File: src/rtl/rrp_pkg.sv
package rrp_pkg;
  localparam int unsigned RRP_N_DEF       = 8;
  localparam int unsigned RRP_CASCADE_DEF = 2;
  localparam bit          RRP_MASTER_DEF  = 1'b1;
endpackage

File: src/rtl/rrp_rotate.sv
// out[k] = in[(k + sh) mod N]: position k of the output holds rank k
module rrp_rotate #(
  parameter int unsigned N  = 8,
  localparam int unsigned IW = $clog2(N)
) (
  input  logic [N-1:0]  vec_i,
  input  logic [IW-1:0] sh_i,
  output logic [N-1:0]  vec_o
);
  logic [2*N-1:0] dbl;
  logic [2*N-1:0] shifted;

  assign dbl     = {vec_i, vec_i};
  assign shifted = dbl >> sh_i;

  for (genvar k = 0; k < N; k++) begin : g_bit
    assign vec_o[k] = shifted[k];
  end
endmodule

File: src/rtl/rrp_lead_find.sv
// Lowest set position; returns N for an empty vector
module rrp_lead_find #(
  parameter int unsigned N  = 8,
  localparam int unsigned RW = $clog2(N) + 1
) (
  input  logic [N-1:0]  vec_i,
  output logic [RW-1:0] rank_o
);
  always_comb begin
    rank_o = RW'(N);
    for (int k = N - 1; k >= 0; k--) begin
      if (vec_i[k]) rank_o = RW'(k);
    end
  end
endmodule

File: src/rtl/rot_prio_resolver.sv
module rot_prio_resolver #(
  parameter int unsigned N           = rrp_pkg::RRP_N_DEF,
  parameter bit          IS_MASTER   = rrp_pkg::RRP_MASTER_DEF,
  parameter int unsigned CASCADE_IDX = rrp_pkg::RRP_CASCADE_DEF,
  localparam int unsigned IW = $clog2(N),
  localparam int unsigned RW = IW + 1
) (
  input  logic          clk_i,
  input  logic          rst_ni,
  input  logic [N-1:0]  pend_i,
  input  logic [N-1:0]  mask_i,
  input  logic [N-1:0]  insvc_i,
  input  logic [IW-1:0] base_i,
  input  logic          nest_i,
  output logic          req_valid_o,
  output logic [IW-1:0] req_idx_o
);
  logic [N-1:0]  cand, svc_eff;
  logic [N-1:0]  cand_rot, svc_rot;
  logic [RW-1:0] rank_c, rank_s;
  logic          valid_d;
  logic [IW-1:0] idx_d;

  assign cand = pend_i & ~mask_i;

  if (IS_MASTER) begin : g_master
    always_comb begin
      svc_eff = insvc_i;
      if (nest_i) svc_eff[CASCADE_IDX] = 1'b0;
    end
  end else begin : g_slave
    logic unused_nest;
    assign unused_nest = nest_i;
    assign svc_eff     = insvc_i;
  end

  rrp_rotate #(.N(N)) u_rot_cand (.vec_i(cand),    .sh_i(base_i), .vec_o(cand_rot));
  rrp_rotate #(.N(N)) u_rot_svc  (.vec_i(svc_eff), .sh_i(base_i), .vec_o(svc_rot));

  rrp_lead_find #(.N(N)) u_find_cand (.vec_i(cand_rot), .rank_o(rank_c));
  rrp_lead_find #(.N(N)) u_find_svc  (.vec_i(svc_rot),  .rank_o(rank_s));

  // empty candidate gives rank N, never below rank_s
  assign valid_d = rank_c < rank_s;
  assign idx_d   = valid_d ? (rank_c[IW-1:0] + base_i) : '0;

  always_ff @(posedge clk_i or negedge rst_ni) begin
    if (!rst_ni) begin
      req_valid_o <= 1'b0;
      req_idx_o   <= '0;
    end else begin
      req_valid_o <= valid_d;
      req_idx_o   <= idx_d;
    end
  end
endmodule

File: config.mk
export PLATFORM = sky130hd
export DESIGN_NAME = rot_prio_resolver
export DESIGN_NICKNAME = d
export VERILOG_FILES = /design/src/rtl/rrp_pkg.sv /design/src/rtl/rrp_rotate.sv /design/src/rtl/rrp_lead_find.sv /design/src/rtl/rot_prio_resolver.sv
export SDC_FILE = /design/constraint.sdc
export NUM_CORES = 1
export LEC_CHECK = 0
export ABC_CLOCK_PERIOD_IN_PS = 800
export BUFFER_PORTS_ARGS = -buffer_cell sky130_fd_sc_hd__buf_2
export CORE_ASPECT_RATIO = 1.1
export CORE_MARGIN = 4
export CORE_UTILIZATION = 30
export CTS_BUF_LIST = sky130_fd_sc_hd__clkbuf_8
export DETAILED_ROUTE_END_ITERATION = 10
export HOLD_SLACK_MARGIN = 0.05
export PLACE_DENSITY = 0.61
export SLEW_MARGIN = 10
export SYNTH_ARGS = -nofsm -noshare
export SYNTH_HDL_FRONTEND = slang
export SYNTH_SLANG_ARGS = --single-unit
File: constraint.sdc
create_clock -name clk_i -period 0.8 [get_ports clk_i]
set_input_delay 0.04 -clock clk_i [delete_from_list [all_inputs] [get_ports clk_i]]
set_output_delay 0.04 -clock clk_i [all_outputs]
set_load 0.005 [all_outputs]
# Word level (Yosys, flattened, before mapping)
# Index checks and enable logic that the tools add are counted.
# W data, S select, Z words.
[word_totals] register_bits=4 output_inout_bits=4 elab_cells=26
[op_classes] n_shift=2 bitwise=2 order_cmp=1 add_sub_neg=1 n_mux=18
[op_table] operator="$mux W4" count=16
[op_table] operator="$shr A16 B3 Y8" count=2
[op_table] operator="$and A8 B8 Y8" count=1
[op_table] operator="$not A8 Y8" count=1
[op_table] operator="$lt A4 B4 Y1" count=1
[op_table] operator="$add A3 B3 Y3" count=1
[op_table] operator="$mux W3" count=1
[op_table] operator="$mux W1" count=1

# Logic depth before layout (Yosys ltp)
# Gate-level depths: netlist of the first run.
[depth] depth_word=13 mapped_depth=14

# Hierarchy
# A second synthesis of the first run with hierarchy kept.
[unflattened] hier_cells=97 hier_area_um2=1133.6
[by_module_without_submodules] mod="rrp_rotate" n_inst=2 cells_per_inst=19 seq_area_each_um2=0.0 area_per_inst_um2=326.6
[by_module_without_submodules] mod="rot_prio_resolver" n_inst=1 cells_per_inst=31 seq_area_each_um2=100.1 area_per_inst_um2=307.8
[by_module_without_submodules] mod="rrp_lead_find" n_inst=2 cells_per_inst=14 seq_area_each_um2=0.0 area_per_inst_um2=86.3

# Least setup slack after synthesis of the first run
# Ideal clock, no wire load.
[synth_path] kind="input-to-reg" start="input port base_i[2]" end="register req_idx_o[2]" t_required_ns=0.706 setup_time_ns=0.094 stages=12 slack_ns=-2.050 path_buffers=1 t_arrival_ns=2.756 path_cell_list="buf_6 -> mux4_1 -> mux2_2 -> a21bo_1 -> o21ai_2 -> and2b_1 -> ha_1 -> inv_1 -> fa_1 -> xnor2_1 -> or3_1 -> a221oi_2"
[synth_via] elab_chain_len=11 word_cells_on_any_way=21
[synth_lines] element="start, declared" line_no="rot_prio_resolver.sv:13" text="input logic [IW-1:0] base_i,"
[synth_lines] element="$shr A16 B3 Y8" line_no="rrp_rotate.sv:14" text="assign shifted = dbl >> sh_i;"
[synth_lines] element="$mux W4 (8 in series)" line_no="rrp_lead_find.sv:12" text="if (vec_i[k]) rank_o = RW'(k);"
[synth_lines] element="$lt A4 B4 Y1 / $add A3 B3 Y3 (equally long branches)" line_no="rot_prio_resolver.sv:44, rot_prio_resolver.sv:45"
[synth_lines] element="$mux W3 (*)" line_no="rot_prio_resolver.sv:45" text="assign idx_d = valid_d ? (rank_c[IW-1:0] + base_i) : '0;"
[synth_lines] element="net idx_d[2]" line_no="rot_prio_resolver.sv:22" text="logic [IW-1:0] idx_d;"
[synth_lines] element="end signal, assigned" line_no="rot_prio_resolver.sv:53" text="req_idx_o <= idx_d;"
[synth_lines] element="end, declared" line_no="rot_prio_resolver.sv:16" text="output logic [IW-1:0] req_idx_o"
# The timed path passes the listed nets; every way through them passes the cells marked *.

# Final worst setup path of the first run
[layout_path] start="input port mask_i[0]" end="register req_idx_o[2]"
[layout_via] elab_chain_len=13 word_cells_on_any_way=14
[layout_lines] element="start, declared" line_no="rot_prio_resolver.sv:11" text="input logic [N-1:0] mask_i,"
[layout_lines] element="$not A8 Y8 (*)" line_no="rot_prio_resolver.sv:24" text="assign cand = pend_i & ~mask_i;"
[layout_lines] element="$and A8 B8 Y8 (*)" line_no="rot_prio_resolver.sv:24"
[layout_lines] element="$shr A16 B3 Y8 (*)" line_no="rrp_rotate.sv:14"
[layout_lines] element="$mux W4 (7 in series)" line_no="rrp_lead_find.sv:12"
[layout_lines] element="$mux W4 (*)" line_no="rrp_lead_find.sv:12"
[layout_lines] element="$lt A4 B4 Y1 / $add A3 B3 Y3 (equally long branches)" line_no="rot_prio_resolver.sv:44, rot_prio_resolver.sv:45"
[layout_lines] element="$mux W3 (*)" line_no="rot_prio_resolver.sv:45"
[layout_lines] element="net idx_d[2]" line_no="rot_prio_resolver.sv:22"
# Marks and branches as above.

==> flow_summary.toml, run 1 <==
[worst_setup_path]
crit_family = "multiplexers"
startpoint_type = "input pin"
worstSetupEndpointType = "register"
cp_cell_sequence = "buf_6 -> nand2b_4 -> mux4_2 -> mux2_4 -> a21bo_1 -> o21ai_2 -> and2b_1 -> ha_2 -> inv_2 -> fa_2 -> xnor2_2 -> or3_1 -> a221oi_2"
slowest_delay_ns = 0.50
critPathLaunch = "mask_i[0]"
critical_path_arrival_ns = 2.76
critPathKind = "in2reg"
crit_buf_inv = 2
worst-path-max-fanout = 3
crit_required_ns = 0.92
slowest_stage = "mux4_2"

[synth]
synth.most_common_cell = "nand2b_1"
ys_warn_count = 0
synth_cell_types = 52
yosysTopAreaCell = "mux4_2"
yosysSeqAreaShare = 0.0806
async_flop_share = 1.00
synthTopCellsByArea = "mux4_2 13%, dfrtp_1 8.1%, mux2i_1 6.5%, mux4_1 6.4%, mux2_2 6.4%"
synth_top_area_frac = 0.127
synthesis.nets = 156
synthCells = 121
synth_commonest_cells = "10 x nand2b_1, 8 x mux2i_1, 7 x mux2_2, 7 x mux4_2, 6 x a21oi_1"
synth-seq-cells = 4
syn-cell-area_sq_mm = 0.00124
yosys_most_used_dff = "dfrtp_1"
syn_avg_cell_area_sq_um = 10.3
synth_edf_count = 0

[global_routing]
antenna_found_initial = 0
grt_pass1_vias = 1387
grt_pass1_wl_um = 6010
grt_start_max_net_pins = 14
grt_usage = 0.138
grt_overflow = 0

[cells_and_area]
multiInputGateArea_sq_mm = 0.00135
stdcell_count = 243
fillers = 356
regArea_sq_um = 100
area_delta_synth_final_pct = 70.8
drive_gt1_frac = 0.728
layout.nets = 228
antenna_cells = 0

[detailed_routing]
top_layer = "met4"
route.detailed.drc = 0
drt_wl_total_um = 3580
drt_iter0_markers = 58
drt-pass1-iter-count = 4
antenna_left = 0
met3WireLength_um = 140
wl_met2_um = 2070
via_per_inst = 5.22
met1_length_um = 1350
vias = 1269
wl_per_cell_um = 14.7

[cts]
clock-sinks = 4
clk_pin_slew_ns = 0.03
cts_tree = "yes"
cts_buffers = 3
cts_buffer_depth = 2
cts_root_buf = "clkbuf_8"
htreeDepth = 1

[timing]
relSlewSlack = 0.758
hold_viol = 0
grt_setup_unrepaired = "true"
setup_violations = 4
post-route-min-period_ns = 2.64
fmax_mhz = 379
drv_slew = 0
fin_hold_ws_ns = 0.155
worst_slew_pin_slew_ns = 0.359
worst_slack_ns = -1.84
post-route-period-util = 3.29

[power_and_ir_drop]
pwr_density_cell_mw_per_mm2 = 1230
vdd_ir_drop_max_uv = 410
p_leak_uw = 0.000927
fin_total_pwr_uw = 2600

[placed_design]
port_buffers = 33
gp_congestion = 0.826
dp.cells = 232
dp_hpwl_um = 2780

[job]
maxCapViolCount = 0

[run_status]
violations = "negative setup slack"
status = "finished with violations"

[worst_hold_path]
hold_path_class = "in2async"

[floorplanning]
io_pins = 34
rows = 24
die_h_um = 75.5
start_util = 0.311
die_area_sq_mm = 0.00523
core_sq_mm = 0.00399
fp.dieW_um = 69.3
==> through the flow <==
step,TNS (ns),utilization,worst slack (ns),instance area [sq um]
after floorplan,-7.00,-,-1.99,1370
after global placement,-8.24,0.441,-2.09,1760
after detailed placement,-8.48,0.441,-2.15,1760
after CTS,-6.87,0.500,-1.79,2000
after global routing,-7.43,0.531,-1.91,2120
final,-6.92,0.531,-1.84,2120
==> power by group <==
part	internal, uW	total, uW	switching (uW)
Clock	320	422	101
Sequential	288	304	15.6
Combinational	1030	1880	851
==> cell usage in the layout, fill, tap and decap left out, types with 2 or more instances in the layout <==
| cell type | count |
|---|---|
| buf_6 | 7 |
| or2_4 | 2 |
| inv_2 | 2 |
| nand2_1 | 4 |
| mux2_2 | 3 |
| mux2_4 | 4 |
| o21ai_2 | 2 |
| a211oi_2 | 2 |
| nor4_4 | 3 |
| nor2_1 | 4 |
| mux2i_1 | 3 |
| buf_2 | 25 |
| mux4_2 | 9 |
| and2b_1 | 3 |
| nand2b_4 | 8 |
| nor3b_2 | 2 |
| dfrtp_1 | 4 |
| a211oi_1 | 2 |
| o21ai_0 | 2 |
| clkbuf_8 | 3 |
| nand2b_1 | 2 |
| nor2b_1 | 2 |
| inv_1 | 3 |
| buf_4 | 39 |
| a21oi_1 | 5 |
| mux2i_4 | 3 |
| ha_1 | 2 |
| buf_12 | 2 |
| mux2i_2 | 3 |
==> metal layers <==
layer,vias up,track usage
met3,2,0.0185
met2,29,0.281
met5,-,0
met1,612,0.148
met4,0,0.0499
li1,626,-
==> final timing paths <==
path | to | slack, ns | cells after the start
worst max-delay path | req_idx_o[2] | -1.84 | 13
worst min-delay path | req_idx_o[2] | 0.16 | 2
min in group clk_i | req_idx_o[0] | 0.44 | 5
max in group asynchronous | req_idx_o[1] | 0.53 | 2
==> cell type report <==
cell class / instances / area share
clock buffers: 3 / 0.0195
inverters: 5 / 0.00885
multi-input cells: 105 / 0.636
flip-flops and latches: 4 / 0.0472
well taps: 52 / 0.0307
repair buffers: 74 / 0.258
==> registers in the layout (all words and copies together) (netlist names) <==
name and cells:
req_idx_o 3, req_valid_o 1
==> cells by family (layout without fill, tap and decap cells) <==
kind of cell,Yosys count,count (layout),share of synthesized area
AOI/OAI and AO/OA,27,27,0.170
muxes,26,26,0.330
adders and majority gates,5,5,0.0565
buffers and inverters,12,82,0.0655
DFF,4,4,0.0806
and+or+nand+nor,46,46,0.290
xor gates and xnor gates,1,1,0.00706
==> repair_timing <==
action / in CTS / in global routing
hold buffers: 1 / 0
endpoints found under the setup margin: 4 / 4
setup buffers: 6 / 1
resized for setup: 24 / 21
endpoints found under the hold margin: 4 / 0
pin swaps: 2 / 2
Note: power is estimated with default switching activity, not from simulation.
==> run 2: changes to the inputs <==
- CORE_ASPECT_RATIO: 1.1 -> 0.75
==> flow_summary.toml, run 2 (synthesis gave the netlist of run 1 again) <==
[cts]
cts_root_buf = "clkbuf_8"
clk_pin_slew_ns = 0.03
cts_buffers = 3
cts_buffer_depth = 2
htreeDepth = 1
cts_tree = "yes"
clock-sinks = 4

[placed_design]
dp_hpwl_um = 2990
port_buffers = 33
postPlaceCellArea_sq_mm = 0.00179
gp_congestion = 0.838

[global_routing]
grt_usage = 0.156
grt_overflow = 0
grt_pass1_vias = 1381
antenna_found_initial = 0
grt_pass1_wl_um = 6400
grt_start_max_net_pins = 14

[run_status]
status = "finished with violations"
violations = "negative setup slack"

[timing]
setup_violations = 4
grt_setup_unrepaired = "true"
post-route-period-util = 3.29
relSlewSlack = 0.743
drv_slew = 0
fmax_mhz = 380
worst_slack_ns = -1.83
hold_viol = 0
post-route-min-period_ns = 2.63
worst_slew_pin_slew_ns = 0.381

[floorplanning]
io_pins = 34
fp.dieW_um = 82.3
start_util = 0.324
die_area_sq_mm = 0.00524
rows = 19
die_h_um = 63.7
core_sq_mm = 0.00383

[worst_setup_path]
startpoint_type = "input pin"
worst-path-max-fanout = 3
critPathKind = "in2reg"
critical_path_arrival_ns = 2.76
crit_required_ns = 0.93
worstSetupEndpointType = "register"

[cells_and_area]
regMostFlops = "req_idx_o"
drive_gt1_frac = 0.719
most-common-layout-cells = "38 x buf_4, 31 x buf_2, 9 x mux4_2"
finalInstanceArea_sq_mm = 0.00210
area_delta_synth_final_pct = 68.9
largestRegisters = "req_idx_o: 3 flops, req_valid_o: 1 flops"
antenna_cells = 0
layout.nets = 229
final_common_cell = "buf_4"
largest_reg_flops = 3

[power_and_ir_drop]
p_leak_uw = 0.000931
pwr_density_cell_mw_per_mm2 = 1230
vdd_ir_drop_max_uv = 635
fin_total_pwr_uw = 2580

[detailed_routing]
antenna_left = 0
drt_wl_total_um = 3890
route.detailed.drc = 0
vias = 1307
drt-pass1-iter-count = 4
via_per_inst = 5.36
drt_iter0_markers = 46
wl_per_cell_um = 15.9

[worst_hold_path]
hold_path_class = "in2async"

[job]
maxCapViolCount = 0
==> run 2: repair_timing <==
action,CTS,global route
setup endpoints to repair,4,4
hold buffers,1,0
setup buffers,6,0
resized for setup,30,8
pin swaps,13,4
endpoints found under the hold margin,4,0
==> run 2: stage by stage <==
stage	hold slack [ns]	utilization	TNS, ns	setup slack (ns)	cells
finish	0.165	0.548	-6.93	-1.83	244
global route	0.171	0.548	-7.48	-1.97	244
CTS	0.164	0.537	-6.87	-1.80	244
detailed placement	-0.154	0.468	-8.56	-2.18	234
global placement	-0.158	0.468	-8.33	-2.14	234
floorplan	-0.256	-	-7.00	-1.99	121
==> run 2: area by class of cell <==
class | count | area [sq um]
Fill cell | 337 | 1730
Multi-Input combinational cell | 105 | 1330
Timing Repair Buffer | 75 | 541
Sequential cell | 4 | 100
Tap cell | 52 | 65.1
Clock buffer | 3 | 41.3
Inverter | 5 | 18.8
==> run 2: per-layer routing <==
layer | GRT usage | routed length, um | up-vias
li1 | - | - | 629
met1 | 0.206 | 1670 | 642
met2 | 0.266 | 1990 | 31
met3 | 0.0114 | 178 | 5
met4 | 0.0539 | 51 | 0
met5 | 0 | 0 | -
==> run 2: report_power, final <==
part	total, uW	switching, uW	internal, uW
sequential	308	18.9	289
combinational	1830	855	979
clock	443	121	322
==> run 2: path summary, 6_finish.rpt <==
kind,from,end,slack [ns],cells after the start
max in group asynchronous,rst_ni,req_idx_o[0],0.52,2
min,rst_ni,req_idx_o[2],0.16,2
min in group clk_i,base_i[0],req_idx_o[0],0.49,5
max,mask_i[0],req_idx_o[2],-1.83,13
==> run 2: critical path, stage by stage <==
cell and delay [ns]:
buf_2 0.11, nand2b_4 0.14, mux4_2 0.50, mux2_4 0.29, a21bo_1 0.17, o21ai_2 0.11, and2b_1 0.15, ha_1 0.15
inv_1 0.05, fa_2 0.33, xnor2_1 0.14, or3_1 0.33, a221oi_2 0.24
